File: config.mk
export PLATFORM = sky130hd
export DESIGN_NAME = bus_hold_arbiter
export DESIGN_NICKNAME = d
export VERILOG_FILES = /design/src/rtl/bus_hold_pkg.sv /design/src/rtl/bus_fall_det.sv /design/src/rtl/bus_hold_fsm.sv /design/src/rtl/bus_drv_enables.sv /design/src/rtl/bus_hold_arbiter.sv
export SDC_FILE = /design/constraint.sdc
export NUM_CORES = 1
export LEC_CHECK = 0
export BUFFER_PORTS_ARGS = -buffer_cell sky130_fd_sc_hd__buf_2
export CAP_MARGIN = 20
export CORE_AREA = 10 10 47 49
export DETAILED_ROUTE_END_ITERATION = 7
export DIE_AREA = 0 0 57 59
export PLACE_DENSITY_LB_ADDON = 0.12
export SYNTH_ARGS = -nofsm -noshare
export SYNTH_HDL_FRONTEND = slang
export SYNTH_SLANG_ARGS = --single-unit
File: constraint.sdc
create_clock -name clk -period 1.5 [get_ports clk]
set_input_delay 0.15 -clock clk [delete_from_list [all_inputs] [get_ports clk]]
set_output_delay 0.15 -clock clk [all_outputs]
set_load 0.1 [all_outputs]
File: src/rtl/bus_hold_pkg.sv
package bus_hold_pkg;

  // Hold sequencing states; order is not decoded anywhere else.
  typedef enum logic [1:0] {
    HS_RUN     = 2'd0,  // CPU owns the bus
    HS_ACK     = 2'd1,  // acknowledge low, drivers still on
    HS_FLOAT   = 2'd2,  // acknowledge low, drivers off
    HS_REDRIVE = 2'd3   // acknowledge high, drivers still off
  } hold_st_t;

  localparam int unsigned STROBE_W = 3;  // read, write, byte-high

endpackage

File: src/rtl/bus_fall_det.sv
module bus_fall_det (
  input  logic clk,
  input  logic rst,
  input  logic bus_phi,
  output logic fall_tick
);

  logic phi_q;

  always_ff @(posedge clk) begin
    if (rst) phi_q <= 1'b0;
    else     phi_q <= bus_phi;
  end

  assign fall_tick = phi_q & ~bus_phi;

  // a step cannot repeat in back-to-back cycles (needs a high level in between)

  fall_spacing_chk: assert property (@(posedge clk) disable iff (rst)
    fall_tick |=> !fall_tick);

endmodule

File: src/rtl/bus_hold_fsm.sv
module bus_hold_fsm
  import bus_hold_pkg::*;
(
  input  logic     clk,
  input  logic     rst,
  input  logic     tick,
  input  logic     bus_busy,
  input  logic     hold_req_n,
  output hold_st_t state,
  output logic     drv_on_nxt,
  output logic     hold_ack_n,
  output logic     cpu_en
);

  hold_st_t nxt;

  always_comb begin
    nxt = state;
    if (tick) begin
      unique case (state)
        HS_RUN:     if (!hold_req_n && !bus_busy) nxt = HS_ACK;
        HS_ACK:     nxt = hold_req_n ? HS_RUN : HS_FLOAT;
        HS_FLOAT:   if (hold_req_n) nxt = HS_REDRIVE;
        HS_REDRIVE: nxt = HS_RUN;
        default:    nxt = HS_RUN;
      endcase
    end
  end

  assign drv_on_nxt = (nxt != HS_FLOAT) && (nxt != HS_REDRIVE);

  always_ff @(posedge clk) begin
    if (rst) begin
      state      <= HS_RUN;
      hold_ack_n <= 1'b1;
      cpu_en     <= 1'b1;
    end else begin
      state      <= nxt;
      hold_ack_n <= !((nxt == HS_ACK) || (nxt == HS_FLOAT));
      cpu_en     <= (nxt == HS_RUN);
    end
  end


  grant_cond_chk: assert property (@(posedge clk) disable iff (rst)
    $fell(hold_ack_n) |-> $past(tick && !bus_busy && !hold_req_n));


  busy_block_chk: assert property (@(posedge clk) disable iff (rst)
    (tick && bus_busy && hold_ack_n) |=> hold_ack_n);


  idle_grant_chk: assert property (@(posedge clk) disable iff (rst)
    (tick && !bus_busy && !hold_req_n && state == HS_RUN) |=> !hold_ack_n);


  release_cond_chk: assert property (@(posedge clk) disable iff (rst)
    $rose(hold_ack_n) |-> $past(tick && hold_req_n));


  release_done_chk: assert property (@(posedge clk) disable iff (rst)
    (tick && hold_req_n && !hold_ack_n) |=> hold_ack_n);

endmodule

File: src/rtl/bus_drv_enables.sv
module bus_drv_enables #(
  parameter int unsigned ADDR_GRP     = 3,
  parameter int unsigned NUM_DLANES   = 2,
  parameter int unsigned NARROW_LANES = 1
) (
  input  logic                  clk,
  input  logic                  rst,
  input  logic                  drv_on_nxt,
  input  logic                  narrow_bus,
  output logic [ADDR_GRP-1:0]   addr_oe,
  output logic [bus_hold_pkg::STROBE_W-1:0] strobe_oe,
  output logic [NUM_DLANES-1:0] data_oe
);

  localparam int unsigned SW = bus_hold_pkg::STROBE_W;

  always_ff @(posedge clk) begin
    if (rst) begin
      addr_oe   <= '1;
      strobe_oe <= '1;
    end else begin
      addr_oe   <= {ADDR_GRP{drv_on_nxt}};
      strobe_oe <= {SW{drv_on_nxt}};
    end
  end

  for (genvar g = 0; g < NUM_DLANES; g++) begin : g_lane
    if (g < NARROW_LANES) begin : g_low
      always_ff @(posedge clk) begin
        if (rst) data_oe[g] <= 1'b1;
        else     data_oe[g] <= drv_on_nxt;
      end
    end else begin : g_high
      always_ff @(posedge clk) begin
        if (rst) data_oe[g] <= 1'b1;
        else     data_oe[g] <= drv_on_nxt | narrow_bus;
      end

      narrow_keep_chk: assert property (@(posedge clk) disable iff (rst)
        $past(narrow_bus) |-> data_oe[g]);
    end
  end

endmodule

File: src/rtl/bus_hold_arbiter.sv
module bus_hold_arbiter #(
  parameter int unsigned ADDR_GRP     = 3,
  parameter int unsigned NUM_DLANES   = 2,
  parameter int unsigned NARROW_LANES = 1
) (
  input  logic                  clk,
  input  logic                  rst,
  input  logic                  bus_phi,
  input  logic                  bus_busy,
  input  logic                  hold_req_n,
  input  logic                  narrow_bus,
  output logic                  hold_ack_n,
  output logic [ADDR_GRP-1:0]   addr_oe,
  output logic [2:0]            strobe_oe,
  output logic [NUM_DLANES-1:0] data_oe,
  output logic                  cpu_clk_en
);
  import bus_hold_pkg::*;

  logic     tick;
  logic     drv_on_nxt;
  hold_st_t state;

  bus_fall_det u_fall (
    .clk       (clk),
    .rst       (rst),
    .bus_phi   (bus_phi),
    .fall_tick (tick)
  );

  bus_hold_fsm u_fsm (
    .clk        (clk),
    .rst        (rst),
    .tick       (tick),
    .bus_busy   (bus_busy),
    .hold_req_n (hold_req_n),
    .state      (state),
    .drv_on_nxt (drv_on_nxt),
    .hold_ack_n (hold_ack_n),
    .cpu_en     (cpu_clk_en)
  );

  bus_drv_enables #(
    .ADDR_GRP     (ADDR_GRP),
    .NUM_DLANES   (NUM_DLANES),
    .NARROW_LANES (NARROW_LANES)
  ) u_drv (
    .clk        (clk),
    .rst        (rst),
    .drv_on_nxt (drv_on_nxt),
    .narrow_bus (narrow_bus),
    .addr_oe    (addr_oe),
    .strobe_oe  (strobe_oe),
    .data_oe    (data_oe)
  );


  reset_out_chk: assert property (@(posedge clk)
    $past(rst) |-> (hold_ack_n && (&addr_oe) && (&strobe_oe) && (&data_oe) && cpu_clk_en));


  cpu_hold_chk: assert property (@(posedge clk) disable iff (rst)
    (!hold_ack_n || !addr_oe[0]) |-> !cpu_clk_en);


  float_lag_chk: assert property (@(posedge clk) disable iff (rst)
    $fell(addr_oe[0]) |-> $past(tick && !hold_ack_n));


  redrive_lag_chk: assert property (@(posedge clk) disable iff (rst)
    $rose(addr_oe[0]) |-> $past(tick && hold_ack_n));


  cpu_resume_chk: assert property (@(posedge clk) disable iff (rst)
    $rose(cpu_clk_en) |-> addr_oe[0]);

endmodule

==> results by group <==
Routing
  • DR pass1 iterations: 2
  • Residual DRC: 0
  • Wirelength, routed: 697 µm
  • Initial drt markers: 2
  • DR WL/cell: 11.4 µm
  • Via count: 238
  • Post-DR vias/cell: 3.90
  • Antenna Violating Nets Remaining: 0

Clocking
  • Clock Latency Late Sink: roughly 0.25 ns
  • Clock sinks: 7
  • TritonCTS clock tree: yes
  • Longest Clk Path Bufs: 2
  • Clock transition at path regs: 0.06 ns
  • Num CTS Buffers: 3
  • Number of hold buffers added after cts: 0
  • Root buffer cell: clkbuf_4
  • H-tree depth: 1

Worst setup path
  • Worst EP arrival: 1.64 ns
  • CP Class: reg -> reg
  • RR Startpoint: u_fsm.state[1]$_SDFF_PP0_
  • R2r setup slk: -0.0003 ns
  • Cell count of the worst reg-to-reg path: 5
  • RR Endpoint: u_fsm.cpu_en$_SDFF_PP1_
  • Crit Path Max Fanout: 2
  • Critical Path Start Type: register
  • Worst endpoint required time: roughly 1.6 ns
  • Crit end category: register

Synthesis
  • Cell variety after synth: 14
  • Post-synth EDFFs: 0
  • Synth Area in XOR/XNOR: 0
  • Largest family of logic cells by synthesized area: simple AND/OR/NAND/NOR gates
  • Compound-gate portion of the synthesized area: 0.0468
  • Synth Flop Type: dfxtp_1
  • Post-synthesis simple-gate area fraction: 0.247
  • Area leader, netlist: dfxtp_1
  • Cell Area, Synth: just under 300 µm²
  • Syn avg cell area: 9.80 µm²
  • Adder-Cell Fraction of Synth Area: 0.0426
  • Yosys warns: 0
  • Commonest cells post-synth: dfxtp_1, buf_4
  • Post-synthesis cell count: 30
  • Post-synth top area share: 0.477
  • Seq/Total Area, Yosys: 0.477
  • Most frequent cell after synthesis: dfxtp_1
  • Syn Nets: 37
  • Post-synth ARST share: 0
  • Yosys reg bits: 7
  • Synth area leaders: dfxtp_1, buf_4, ha_1
  • Post-synthesis mux area share: 0.0340

Timing
  • Clk_skew: 0.00338 ns
  • Measured slew at the worst slew-check pin: 0.490 ns
  • Final period util: 1.00
  • Final hold vios: 0
  • Setup Viol. Count Final: 1
  • Unrepaired setup endpoints after global routing: yes
  • Fmax: approximately 670 MHz
  • Slew margin rel.: 0.675
  • Slew Limit Fails: 0
  • Hold slack: between 0.08 and 0.09 ns
  • Setup WS post-layout: -0.000295 ns
  • Clock period minus worst slack: 1.50 ns

Power
  • Logic pwr share: 0.088
  • Cell Pwr Density: slightly below 1000 nW/µm²
  • Flop pwr share: 0.475
  • Int Pwr: 0.305 mW
  • Switching Share: 0.240
  • Net Sw Power: about 0.096 mW
  • Total power: roughly 0.4 mW
  • VDD IR max: 0.356 mV
  • Lkg Pwr: 0.167 nW
  • Clock network power share: 0.437

GRT
  • Total GRT Usage: 0.0447
  • Largest net degree at the start of global routing: 8
  • Vias in the first global route: between 200 and 300
  • Gr ovfl total: 0
  • Initial antenna violation count: 0
  • First-pass GRT wire length: 1130 µm

Cells and area
  • Net count reported at finish: between 50 and 60
  • P&R area growth vs syn: 37.9%
  • Number of fill cells: 160
  • Multi-input gate area: 126 µm²
  • Fin util: 0.289
  • Layout cells sized above 1: 0.578
  • Diode count: 0
  • Sequential Area: 143 µm²
  • Final Cell Area: 405 µm²

Run status
  • Violated checks: negative setup slack
  • Outcome: finished with violations

Floorplan
  • Die height: 59 µm
  • Core area: 1400 µm²
  • Ports: 16
  • Die Wd: between 50 and 60 µm
  • Row Count: 14
  • Die Area: 3360 µm²
  • Initial core utilization: 0.210

Placement
  • Place WS: -0.0726 ns
  • Placed cell areas: 359 µm²
  • RePlAce Congestion: 0.583
  • PortBufs: 15

Hold path
  • Worst Hold Class: in -> reg
  • Worst Hold End: u_drv.data_oe[1]$_SDFF_PP1_
  • Hold Crit Depth: 2
  • HP Start: narrow_bus

Flow run
  • Max-cap viol count: 0
==> worst max-delay path, cell delays in order (launching register included) <==
cell and delay, ns:
dfxtp_2 0.32, or3_1 0.30, a211o_1 0.27, and2_4 0.15
ha_4 0.14, or2_4 0.21
==> how the worst max path moves through the flow <==
| stage | start | to | slack [ns] |
|---|---|---|---|
| floorplan | u_fsm.state[1]$_SDFF_PP0_ | u_fsm.cpu_en$_SDFF_PP1_ | -0.03 |
| global placement | u_fsm.state[1]$_SDFF_PP0_ | u_fsm.cpu_en$_SDFF_PP1_ | -0.06 |
| detailed placement | u_fsm.state[1]$_SDFF_PP0_ | u_fsm.cpu_en$_SDFF_PP1_ | -0.07 |
| CTS | u_fsm.state[1]$_SDFF_PP0_ | u_fsm.cpu_en$_SDFF_PP1_ | -0.01 |
| global route | u_fsm.state[1]$_SDFF_PP0_ | u_fsm.cpu_en$_SDFF_PP1_ | -0.01 |
| finish | u_fsm.state[1]$_SDFF_PP0_ | u_fsm.cpu_en$_SDFF_PP1_ | -0.0003 |
==> cells by family (layout without fill, tap and decap cells) <==
| logic type | count (synthesis) | after routing |
|---|---|---|
| mux | 1 | 1 |
| simple gates | 13 | 13 |
| flops | 7 | 7 |
| fa+ha+maj | 1 | 1 |
| compound gates | 2 | 2 |
| buf+inv | 6 | 21 |
==> through the flow <==
stage	std cells	TNS [ns]
global route	61	-0.0141
global placement	56	-0.0911
CTS	61	-0.0121
detailed placement	56	-0.129
floorplan	30	-0.0354
finish	61	-0.000295
==> per-layer routing <==
metal | part of all wire | wire length, µm | up-vias | global-route usage
met1 | 0.41 | 283 | 101 | 0.0396
met3 | 0.19 | 129 | 2 | 0.0408
met5 | 0 | 0 | - | 0
met4 | 0.014 | 10 | 0 | 0.0503
li1 | - | - | 121 | -
met2 | 0.39 | 274 | 14 | 0.0558
==> registers in the layout (all words and copies together), names as in the netlist <==
signal	flops
u_drv.data_oe	2
u_fsm.state	2
u_fall.phi_q	1
u_fsm.cpu_en	1
u_fsm.hold_ack_n	1
==> cell usage in the layout, fill, tap and decap left out <==
cell type / count
mux2i_1: 1
a211o_1: 1
dfxtp_1: 5
nand2b_1: 2
nand2_1: 2
clkbuf_1: 1
buf_2: 15
nand3b_1: 1
ha_4: 1
clkbuf_4: 3
a21oi_1: 1
nor2b_1: 1
nor2_1: 2
dfxtp_2: 2
or3_1: 2
or2_2: 1
buf_4: 2
and2_4: 1
or2_4: 1
==> layout make-up <==
class / count / area share
Timing Repair Buffer: 17 / 0.222
Clock buffer: 4 / 0.0648
Tap cell: 16 / 0.0494
Multi-Input combinational cell: 17 / 0.312
Sequential cell: 7 / 0.352
==> power by group through the flow <==
| stage | logic, mW | registers, mW | clock network [mW] |
|---|---|---|---|
| floorplan | 0.0112 | 0.204 | 0 |
| global placement | 0.0333 | 0.195 | 0 |
| detailed placement | 0.0342 | 0.195 | 0 |
| CTS | 0.0344 | 0.191 | 0.185 |
| global route | 0.0388 | 0.191 | 0.195 |
| finish | 0.0353 | 0.191 | 0.175 |
==> repair_timing <==
item,CTS,global route
gates cloned,0,0
resized for setup,0,2
endpoints found under the setup margin,2,2
pin swaps,2,0
setup buffers,1,0
No activity file was read; power rests on OpenSTA's default activity.
